**config.mk**
```make
export PLATFORM = sky130hd
export DESIGN_NAME = pf_queue
export DESIGN_NICKNAME = d
export VERILOG_FILES = /design/src/rtl/pfq_pkg.sv /design/src/rtl/pfq_store.sv /design/src/rtl/pfq_events.sv /design/src/rtl/pfq_ctrl.sv /design/src/rtl/pf_queue.sv
export SDC_FILE = /design/constraint.sdc
export NUM_CORES = 2
export LEC_CHECK = 0
export ABC_AREA = 1
export CORE_MARGIN = 4
export CORE_UTILIZATION = 55
export DETAILED_ROUTE_END_ITERATION = 6
export GPL_ROUTABILITY_DRIVEN = 0
export PLACE_DENSITY = 0.78
export SETUP_SLACK_MARGIN = 0.02
export SYNTH_ARGS = -nofsm -noshare
export SYNTH_HDL_FRONTEND = slang
export SYNTH_SLANG_ARGS = --single-unit
```
**constraint.sdc**
```tcl
create_clock -name clk -period 10.31 [get_ports clk]
set_clock_uncertainty 0.05 [all_clocks]
set_input_delay 1.031 -clock clk [delete_from_list [all_inputs] [get_ports clk]]
set_output_delay 1.031 -clock clk [all_outputs]
set_load 0.05 [all_outputs]
```
**src/rtl/pfq_pkg.sv**
```systemverilog
package pfq_pkg;
   typedef enum logic [2:0] {
      ST_IDLE,
      ST_MATCH,
      ST_SQUASH,
      ST_CAND,
      ST_ISSUE
   } pfq_state_e;

   typedef enum logic [1:0] {
      SOP_NONE,
      SOP_APPEND,
      SOP_REMOVE,
      SOP_POP_TAIL
   } store_op_e;

   localparam int EV_IDENT  = 0;
   localparam int EV_BUFHIT = 1;
   localparam int EV_FULL   = 2;
   localparam int EV_MISSRM = 3;
   localparam int EV_SQUASH = 4;
   localparam int EV_ISSUE  = 5;
   localparam int EV_COUNT  = 6;
endpackage

```
**src/rtl/pfq_store.sv**
```systemverilog
// Compacted age-ordered storage: slot 0 is the oldest entry.
module pfq_store
   import pfq_pkg::*;
#(
   parameter int AW    = 32,
   parameter int TW    = 16,
   parameter int DEPTH = 8,
   localparam int IW   = (DEPTH > 1) ? $clog2(DEPTH) : 1,
   localparam int CW   = $clog2(DEPTH + 1)
) (
   input  logic          clk,
   input  logic          rst_n,
   input  store_op_e     op,
   input  logic [IW-1:0] op_idx,
   input  logic [AW-1:0] wr_addr,
   input  logic [TW-1:0] wr_time,
   input  logic [AW-1:0] look_addr,
   output logic          look_hit,
   output logic [IW-1:0] look_idx,
   output logic [CW-1:0] fill,
   output logic [AW-1:0] head_addr,
   output logic [TW-1:0] head_time,
   output logic [TW-1:0] tail_time
);
   logic [AW-1:0] addr_q [DEPTH];
   logic [TW-1:0] time_q [DEPTH];
   logic [AW-1:0] addr_d [DEPTH];
   logic [TW-1:0] time_d [DEPTH];
   logic [CW-1:0] fill_d;
   logic [DEPTH-1:0] match;
   logic          full;

   assign full = (fill == CW'(DEPTH));

   for (genvar g = 0; g < DEPTH; g++) begin : g_cmp
      assign match[g] = (CW'(g) < fill) && (addr_q[g] == look_addr);
   end

   always_comb begin
      look_idx = '0;
      for (int i = DEPTH - 1; i >= 0; i--) begin
         if (match[i]) look_idx = IW'(i);
      end
   end
   assign look_hit = |match;

   always_comb begin
      tail_time = '0;
      for (int i = 0; i < DEPTH; i++) begin
         if (fill == CW'(i + 1)) tail_time = time_q[i];
      end
   end

   assign head_addr = addr_q[0];
   assign head_time = (fill == '0) ? '0 : time_q[0];

   always_comb begin
      addr_d = addr_q;
      time_d = time_q;
      fill_d = fill;
      case (op)
         SOP_APPEND: begin
            if (full) begin
               for (int i = 0; i < DEPTH - 1; i++) begin
                  addr_d[i] = addr_q[i + 1];
                  time_d[i] = time_q[i + 1];
               end
               addr_d[DEPTH-1] = wr_addr;
               time_d[DEPTH-1] = wr_time;
            end else begin
               for (int i = 0; i < DEPTH; i++) begin
                  if (CW'(i) == fill) begin
                     addr_d[i] = wr_addr;
                     time_d[i] = wr_time;
                  end
               end
               fill_d = fill + 1'b1;
            end
         end
         SOP_REMOVE: begin
            for (int i = 0; i < DEPTH - 1; i++) begin
               if (IW'(i) >= op_idx) begin
                  addr_d[i] = addr_q[i + 1];
                  time_d[i] = time_q[i + 1];
               end
            end
            fill_d = fill - 1'b1;
         end
         SOP_POP_TAIL: fill_d = fill - 1'b1;
         default: ;
      endcase
   end

   always_ff @(posedge clk or negedge rst_n) begin
      if (!rst_n) begin
         fill <= '0;
         for (int i = 0; i < DEPTH; i++) begin
            addr_q[i] <= '0;
            time_q[i] <= '0;
         end
      end else begin
         fill   <= fill_d;
         addr_q <= addr_d;
         time_q <= time_d;
      end
   end
endmodule

```
**src/rtl/pfq_events.sv**
```systemverilog
module pfq_events #(
   parameter int NEV  = 6,
   parameter int CNTW = 16
) (
   input  logic                clk,
   input  logic                rst_n,
   input  logic [NEV-1:0]      bump,
   output logic [NEV*CNTW-1:0] totals
);
   for (genvar g = 0; g < NEV; g++) begin : g_ctr
      logic [CNTW-1:0] cnt_q;
      always_ff @(posedge clk or negedge rst_n) begin
         if (!rst_n)      cnt_q <= '0;
         else if (bump[g]) cnt_q <= cnt_q + 1'b1;
      end
      assign totals[g*CNTW +: CNTW] = cnt_q;
   end
endmodule

```
**src/rtl/pfq_ctrl.sv**
```systemverilog
module pfq_ctrl
   import pfq_pkg::*;
#(
   parameter int AW        = 32,
   parameter int TW        = 16,
   parameter int DW        = 8,
   parameter int DEPTH     = 8,
   parameter int NCAND     = 4,
   parameter int BLK_BYTES = 64,
   localparam int IW = (DEPTH > 1) ? $clog2(DEPTH) : 1,
   localparam int CW = $clog2(DEPTH + 1),
   localparam int NW = $clog2(NCAND + 1)
) (
   input  logic                clk,
   input  logic                rst_n,
   input  logic                cfg_data_only,
   input  logic                cfg_serial_squash,
   input  logic                cfg_check_insert,
   input  logic                note_valid,
   input  logic [AW-1:0]       note_addr,
   input  logic [TW-1:0]       note_time,
   input  logic                note_uncached,
   input  logic                note_ifetch,
   input  logic [NW-1:0]       note_count,
   input  logic [NCAND*AW-1:0] note_cand_addr,
   input  logic [NCAND*DW-1:0] note_cand_delay,
   input  logic                iss_req,
   input  logic                cache_probe_hit,
   input  logic                mshr_probe_hit,
   input  logic                look_hit,
   input  logic [IW-1:0]       look_idx,
   input  logic [CW-1:0]       fill,
   input  logic [AW-1:0]       head_addr,
   input  logic [TW-1:0]       tail_time,
   output store_op_e           op,
   output logic [IW-1:0]       op_idx,
   output logic [AW-1:0]       wr_addr,
   output logic [TW-1:0]       wr_time,
   output logic [AW-1:0]       look_addr,
   output logic [AW-1:0]       cache_probe_addr,
   output logic [AW-1:0]       mshr_probe_addr,
   output logic                busy,
   output logic                iss_ack,
   output logic                iss_ok,
   output logic [EV_COUNT-1:0] bump
);
   localparam logic [AW-1:0] BLK_MASK = ~AW'(BLK_BYTES - 1);

   pfq_state_e    state_q, state_d;
   logic [NW-1:0] idx_q, idx_d, n_q;
   logic [AW-1:0] miss_blk_q;
   logic [TW-1:0] time_q;
   logic [AW-1:0] cand_a_q [NCAND];
   logic [DW-1:0] cand_d_q [NCAND];
   logic [AW-1:0] cur_cand;
   logic [DW-1:0] cur_delay;
   logic          full, dropped;

   assign full    = (fill == CW'(DEPTH));
   assign dropped = note_uncached || (note_ifetch && cfg_data_only);

   always_comb begin
      cur_cand  = '0;
      cur_delay = '0;
      for (int i = 0; i < NCAND; i++) begin
         if (NW'(i) == idx_q) begin
            cur_cand  = cand_a_q[i] & BLK_MASK;
            cur_delay = cand_d_q[i];
         end
      end
   end

   assign look_addr        = (state_q == ST_MATCH) ? miss_blk_q : cur_cand;
   assign cache_probe_addr = (state_q == ST_ISSUE) ? head_addr : cur_cand;
   assign mshr_probe_addr  = cur_cand;
   assign wr_addr          = cur_cand;
   assign wr_time          = time_q + TW'(cur_delay);
   assign busy             = (state_q != ST_IDLE);

   always_comb begin
      state_d = state_q;
      idx_d   = idx_q;
      op      = SOP_NONE;
      op_idx  = '0;
      bump    = '0;
      iss_ack = 1'b0;
      iss_ok  = 1'b0;
      case (state_q)
         ST_IDLE: begin
            if (note_valid) begin
               if (!dropped) state_d = ST_MATCH;
            end else if (iss_req) begin
               state_d = ST_ISSUE;
            end
         end
         ST_MATCH: begin
            if (look_hit) begin
               op               = SOP_REMOVE;
               op_idx           = look_idx;
               bump[EV_MISSRM]  = 1'b1;
            end
            state_d = cfg_serial_squash ? ST_SQUASH : ST_CAND;
         end
         ST_SQUASH: begin
            if (fill != '0 && tail_time >= time_q) begin
               op               = SOP_POP_TAIL;
               bump[EV_SQUASH]  = 1'b1;
            end else begin
               state_d = ST_CAND;
            end
         end
         ST_CAND: begin
            if (idx_q == n_q) begin
               state_d = ST_IDLE;
            end else begin
               bump[EV_IDENT] = 1'b1;
               idx_d          = idx_q + 1'b1;
               if (cfg_check_insert && cache_probe_hit) begin
                  op = SOP_NONE;
               end else if (mshr_probe_hit) begin
                  op = SOP_NONE;
               end else if (look_hit) begin
                  bump[EV_BUFHIT] = 1'b1;
               end else begin
                  op             = SOP_APPEND;
                  bump[EV_FULL]  = full;
               end
            end
         end
         ST_ISSUE: begin
            if (fill == '0) begin
               iss_ack = 1'b1;
               state_d = ST_IDLE;
            end else if (!cfg_check_insert && cache_probe_hit) begin
               op = SOP_REMOVE;
            end else begin
               op              = SOP_REMOVE;
               iss_ack         = 1'b1;
               iss_ok          = 1'b1;
               bump[EV_ISSUE]  = 1'b1;
               state_d         = ST_IDLE;
            end
         end
         default: state_d = ST_IDLE;
      endcase
   end

   always_ff @(posedge clk or negedge rst_n) begin
      if (!rst_n) begin
         state_q    <= ST_IDLE;
         idx_q      <= '0;
         n_q        <= '0;
         miss_blk_q <= '0;
         time_q     <= '0;
         for (int i = 0; i < NCAND; i++) begin
            cand_a_q[i] <= '0;
            cand_d_q[i] <= '0;
         end
      end else begin
         state_q <= state_d;
         idx_q   <= idx_d;
         if (state_q == ST_IDLE && note_valid) begin
            idx_q      <= '0;
            miss_blk_q <= note_addr & BLK_MASK;
            time_q     <= note_time;
            n_q        <= (note_count > NW'(NCAND)) ? NW'(NCAND) : note_count;
            for (int i = 0; i < NCAND; i++) begin
               cand_a_q[i] <= note_cand_addr[i*AW +: AW];
               cand_d_q[i] <= note_cand_delay[i*DW +: DW];
            end
         end
      end
   end
endmodule

```
**src/rtl/pf_queue.sv**
```systemverilog
module pf_queue
   import pfq_pkg::*;
#(
   parameter int AW        = 32,
   parameter int TW        = 16,
   parameter int DW        = 8,
   parameter int DEPTH     = 8,
   parameter int NCAND     = 4,
   parameter int BLK_BYTES = 64,
   parameter int CNTW      = 16,
   localparam int NW = $clog2(NCAND + 1)
) (
   input  logic                clk,
   input  logic                rst_n,
   input  logic                cfg_data_only,
   input  logic                cfg_serial_squash,
   input  logic                cfg_check_insert,
   input  logic                note_valid,
   input  logic [AW-1:0]       note_addr,
   input  logic [TW-1:0]       note_time,
   input  logic                note_uncached,
   input  logic                note_ifetch,
   input  logic [NW-1:0]       note_count,
   input  logic [NCAND*AW-1:0] note_cand_addr,
   input  logic [NCAND*DW-1:0] note_cand_delay,
   output logic                busy,
   output logic [AW-1:0]       cache_probe_addr,
   input  logic                cache_probe_hit,
   output logic [AW-1:0]       mshr_probe_addr,
   input  logic                mshr_probe_hit,
   input  logic                iss_req,
   output logic                iss_ack,
   output logic                iss_ok,
   output logic [AW-1:0]       iss_addr,
   output logic                mem_req,
   output logic [TW-1:0]       head_time,
   output logic [CNTW-1:0]     cnt_identified,
   output logic [CNTW-1:0]     cnt_buf_hit,
   output logic [CNTW-1:0]     cnt_drop_full,
   output logic [CNTW-1:0]     cnt_miss_removed,
   output logic [CNTW-1:0]     cnt_squashed,
   output logic [CNTW-1:0]     cnt_issued
);
   localparam int IW = (DEPTH > 1) ? $clog2(DEPTH) : 1;
   localparam int CW = $clog2(DEPTH + 1);

   if (BLK_BYTES < 2 || (BLK_BYTES & (BLK_BYTES - 1)) != 0) begin : g_bad_blk
      $error("BLK_BYTES must be a power of two of at least 2");
   end
   if (DEPTH < 2) begin : g_bad_depth
      $error("DEPTH must be at least 2");
   end
   if (NCAND < 1) begin : g_bad_cand
      $error("NCAND must be at least 1");
   end
   if (DW > TW) begin : g_bad_delay
      $error("DW must not exceed TW");
   end

   store_op_e             op;
   logic [IW-1:0]         op_idx, look_idx;
   logic [AW-1:0]         wr_addr, look_addr, head_addr;
   logic [TW-1:0]         wr_time, tail_time;
   logic                  look_hit;
   logic [CW-1:0]         fill;
   logic [EV_COUNT-1:0]   bump;
   logic [EV_COUNT*CNTW-1:0] totals;

   pfq_ctrl #(
      .AW(AW), .TW(TW), .DW(DW), .DEPTH(DEPTH), .NCAND(NCAND), .BLK_BYTES(BLK_BYTES)
   ) u_ctrl (
      .clk(clk), .rst_n(rst_n),
      .cfg_data_only(cfg_data_only), .cfg_serial_squash(cfg_serial_squash),
      .cfg_check_insert(cfg_check_insert),
      .note_valid(note_valid), .note_addr(note_addr), .note_time(note_time),
      .note_uncached(note_uncached), .note_ifetch(note_ifetch), .note_count(note_count),
      .note_cand_addr(note_cand_addr), .note_cand_delay(note_cand_delay),
      .iss_req(iss_req), .cache_probe_hit(cache_probe_hit), .mshr_probe_hit(mshr_probe_hit),
      .look_hit(look_hit), .look_idx(look_idx), .fill(fill), .head_addr(head_addr),
      .tail_time(tail_time), .op(op), .op_idx(op_idx), .wr_addr(wr_addr), .wr_time(wr_time),
      .look_addr(look_addr), .cache_probe_addr(cache_probe_addr),
      .mshr_probe_addr(mshr_probe_addr), .busy(busy), .iss_ack(iss_ack), .iss_ok(iss_ok),
      .bump(bump)
   );

   pfq_store #(.AW(AW), .TW(TW), .DEPTH(DEPTH)) u_store (
      .clk(clk), .rst_n(rst_n), .op(op), .op_idx(op_idx), .wr_addr(wr_addr),
      .wr_time(wr_time), .look_addr(look_addr), .look_hit(look_hit), .look_idx(look_idx),
      .fill(fill), .head_addr(head_addr), .head_time(head_time), .tail_time(tail_time)
   );

   pfq_events #(.NEV(EV_COUNT), .CNTW(CNTW)) u_events (
      .clk(clk), .rst_n(rst_n), .bump(bump), .totals(totals)
   );

   assign mem_req          = (fill != '0);
   assign iss_addr         = head_addr;
   assign cnt_identified   = totals[EV_IDENT*CNTW  +: CNTW];
   assign cnt_buf_hit      = totals[EV_BUFHIT*CNTW +: CNTW];
   assign cnt_drop_full    = totals[EV_FULL*CNTW   +: CNTW];
   assign cnt_miss_removed = totals[EV_MISSRM*CNTW +: CNTW];
   assign cnt_squashed     = totals[EV_SQUASH*CNTW +: CNTW];
   assign cnt_issued       = totals[EV_ISSUE*CNTW  +: CNTW];
endmodule

```
==> metrics.md <==
| Metric | Value |
|---|---|
| Rows | `96` |
| Max-Cap Viols | `0` |
| Cell taking the most area after synthesis | `dfrtp_1` |
| Routed WL | `around 130000 microns` |
| Met3 Usage GRT | `between 10% and 20%` |
| Violations in the final reports | `DRC` |
| Multi-input gate area | `approximately 18000 sq um` |
| Worst min path class | `reg -> reg` |
| Sequential Area | `roughly 16000 sq um` |
| Status | `finished, violations left` |
| Final hold viol count | `0` |
| Worst Hold Depth | `2` |
| CTS Hold Bufs | `0` |
| Worst path most repeated cell | `inv_1` |
| Drt wl/cell | `19.35 microns` |
| Startpoint Class | `flop` |
| Slew @ Worst Pin | `1.401 ns` |
| Top post-synthesis cells by area | `dfrtp_1, nand2_1, inv_1, o21ai_0, nand3_1` |
| Adder-cell area share of the yosys netlist | `roughly 1.5%` |
| Kind of critical path | `reg -> reg` |
| Max Fclk | `117.6 MHz` |
| Clock H-tree levels | `3` |
| Max FO, Critical Path | `81` |
| Critical path's largest stage delay | `~0.73 ns` |
| Worst setup slack after layout | `1.810 ns` |
| Slew Limit Fails | `0` |
| Initial antenna violation count | `8` |
| Layout cell share with drive strength beyond 1 | `under 10%` |
| HPWL after detailed placement | `just over 90000 microns` |
| CTS buffer count | `between 70 and 80` |
| Total track usage | `34.81%` |
| First-pass GRT wire length | `between 200000 and 250000 microns` |
| Post-synthesis compound-gate area fraction | `between 10% and 20%` |
| Vias per std cell | `5.622` |
| Core box area | `68470 sq um` |
| Unrepaired setup endpoints after global routing | `false` |
| CTS sink cnt | `623` |
| Die area | `73290 sq um` |
| Grt total ovfl | `0` |
| Skew-Pair Late Insertion Delay | `roughly 0.63 ns` |
| IO Pins | `about 430` |
| Final Critical Period | `between 8 and 9 ns` |
| Commonest cells post-synth | `nand2_1, inv_1, dfrtp_1` |
| Synth top area share | `41.07%` |
| Post-cts resize count | `0` |
| Synth Area in Simple Gates | `between 30% and 40%` |
| Register-to-Register Path Depth | `30` |
| DRC viols | `7` |
| PortBufs | `around 390` |
| Clock Pin Slew Worst Setup and Hold Paths | `~0.060 ns` |
| Most common cell in the synthesized netlist | `nand2_1` |
| Seq/Total Area, Yosys | `roughly 40%` |
| Cell family with most CP delay | `buffers and inverters` |
| Area share of xor/xnor cells in the synthesized design | `2.353%` |
| Fillers | `6050` |
| CP arrival | `9.02 ns` |
| Final setup TNS | `0 ns` |
| Largest net degree at the start of global routing | `~160` |
| Setup-failing EPs final | `0` |
| Syn avg cell area | `between 6 and 7 sq um` |
| Async SR Flop Fraction | `between 90% and 100%` |
| Pre-antenna DRT Iters | `7` |
| Final hold slack | `between 0.4 and 0.5 ns` |
| Die width | `270.7 microns` |
| Fin crit share | `between 80 and 90%` |
| Synth Warn # | `0` |
| Post-CTS setup buffer count | `0` |
| Synth unique cells | `53` |
| Final nets | `6077` |
| Fin util | `between 60 and 70%` |
| Grt peak-use layer | `met2` |
| Largest family of logic cells by synthesized area | `simple AND/OR/NAND/NOR gates` |
| Detailed-route via count | `37970` |
| Die height | `between 200 and 300 microns` |
| Setup WS pre-CTS | `between 2 and 2.5 ns` |
| Number of global-route vias before repair | `about 35000` |
| CP Depth | `30` |
| Slowest CP cell | `nor2_1` |
| Clock Path Buffers | `3` |
| Area growth syn-to-layout | `16.39%` |
| Slew HR | `under 10%` |
| Root Buffer | `clkbuf_16` |
| #FFs+latches synth | `623` |
| CP Buf/Inv Count | `9` |
| DRT antenna net count | `0` |
| Synth Flop Type | `dfrtp_1` |
| First DRT Iteration DRCs | `between 5000 and 6000` |
| Number of synthesized flops with an enable pin | `0` |
| GR met1 Demand/Resource | `a little under half` |
| Post-synthesis cell area | `between 30000 and 40000 sq um` |
| GR Util met2 | `approximately 50%` |
| Mapped Cells | `between 5000 and 6000` |
| Worst setup EP type | `flop` |
| Mux contribution to synthesized area | `less than 1%` |
| Critical Path RT | `between 10 and 15 ns` |
| CTS tree | `done` |
| Initial Util | `55.44%` |
[per-layer routing]
metal  wire length [microns]  share of wire [%]
met5                       0                  0
met4                    7559                5.8
met3                   16960                 13
met2                   54370                 42
met1                   51770                 40
[placed cells by master, fill, tap and decap left out, types with 6 or more instances in the layout]
master / Yosys / routed
nand3_2: 21 / 21
nor2_1: 381 / 380
o22ai_1: 6 / 6
buf_4: 63 / 34
o2111ai_1: 7 / 7
clkinv_2: 0 / 13
clkbuf_8: 0 / 14
nand3b_1: 38 / 38
dfrtp_1: 623 / 623
conb_1: 1 / 18
nand2_2: 22 / 24
nor3_1: 28 / 28
nor2_4: 4 / 6
o221ai_1: 9 / 9
clkinv_1: 8 / 7
nand2_1: 1895 / 1891
nand2_4: 5 / 7
ha_1: 43 / 43
diode_2: 0 / 6
clkbuf_1: 139 / 18
o21ai_1: 60 / 60
or2_2: 13 / 13
xor2_1: 83 / 83
nand4_1: 54 / 54
or2_1: 11 / 11
nand3_1: 427 / 427
inv_1: 859 / 858
clkdlybuf4s50_1: 0 / 384
xnor2_1: 19 / 19
o211ai_1: 28 / 28
a21oi_1: 121 / 120
clkbuf_16: 0 / 73
o21ai_0: 474 / 474
a31oi_1: 15 / 15
[registers in the layout (all words and copies together) (netlist names)]
signal                cells
u_events.g_ctr.cnt_q     96
u_store.head_addr        26
u_ctrl.miss_blk_q        26
u_ctrl.state_q            3
u_store.fill              4
u_ctrl.idx_q              3
u_ctrl.cand_a_q         104
u_ctrl.time_q            16
u_ctrl.cand_d_q          32
u_store.addr_q          182
u_ctrl.n_q                3
u_store.time_q          128
[area by class of cell]
class                   count  share of cell area, %
repair buffers            422                  9.447
flip-flops and latches    623                  35.29
clock inverters            23                 0.5098
multi-input cells        3820                  40.08
diodes                      6                0.03398
inverters                 872                  7.425
clock buffers             105                  4.724
well taps                 882                  2.498
[stage by stage]
step	instances	cell area (sq um)
3_5_place_dp	6619	41850
3_3_place_gp	6619	41850
5_1_grt	6753	44180
2_1_floorplan	5601	38020
4_1_cts	6747	44170
6_report	6753	44180
[worst reg2reg max path: cells and delay by family (launching register included)]
family,cells,cell delay [ns]
buf+inv,9,3.01
simple gates,10,2.67
compound gates,9,1.60
fa+ha+maj,2,0.65
flops,1,0.47
[logic make-up (layout without fill, tap and decap cells)]
family,count (synthesis),count (layout)
buf+inv,1158,1422
simple gates,2924,2924
flops,623,623
other cells,1,24
xor+xnor,102,102
mux,1,1
fa+ha+maj,44,44
compound gates,731,731
[worst paths after layout]
check	startpoint	end	slack, ns
worst max-delay path	u_store.fill[3]	u_store.head_addr[23]	1.81
worst min-delay path	u_ctrl.miss_blk_q[31]	u_ctrl.miss_blk_q[31]	0.41
worst max register to register	u_store.fill[3]	u_store.head_addr[23]	1.81
worst min register to register	u_ctrl.miss_blk_q[31]	u_ctrl.miss_blk_q[31]	0.41
max in group asynchronous	rst_n	u_ctrl.cand_a_q[85]	7.45
min in group asynchronous	rst_n	u_events.g_ctr[4].cnt_q[7]	0.46
Power is not shown: default switching activity piles up to over one toggle a cycle in this logic, so the estimate is an artifact.
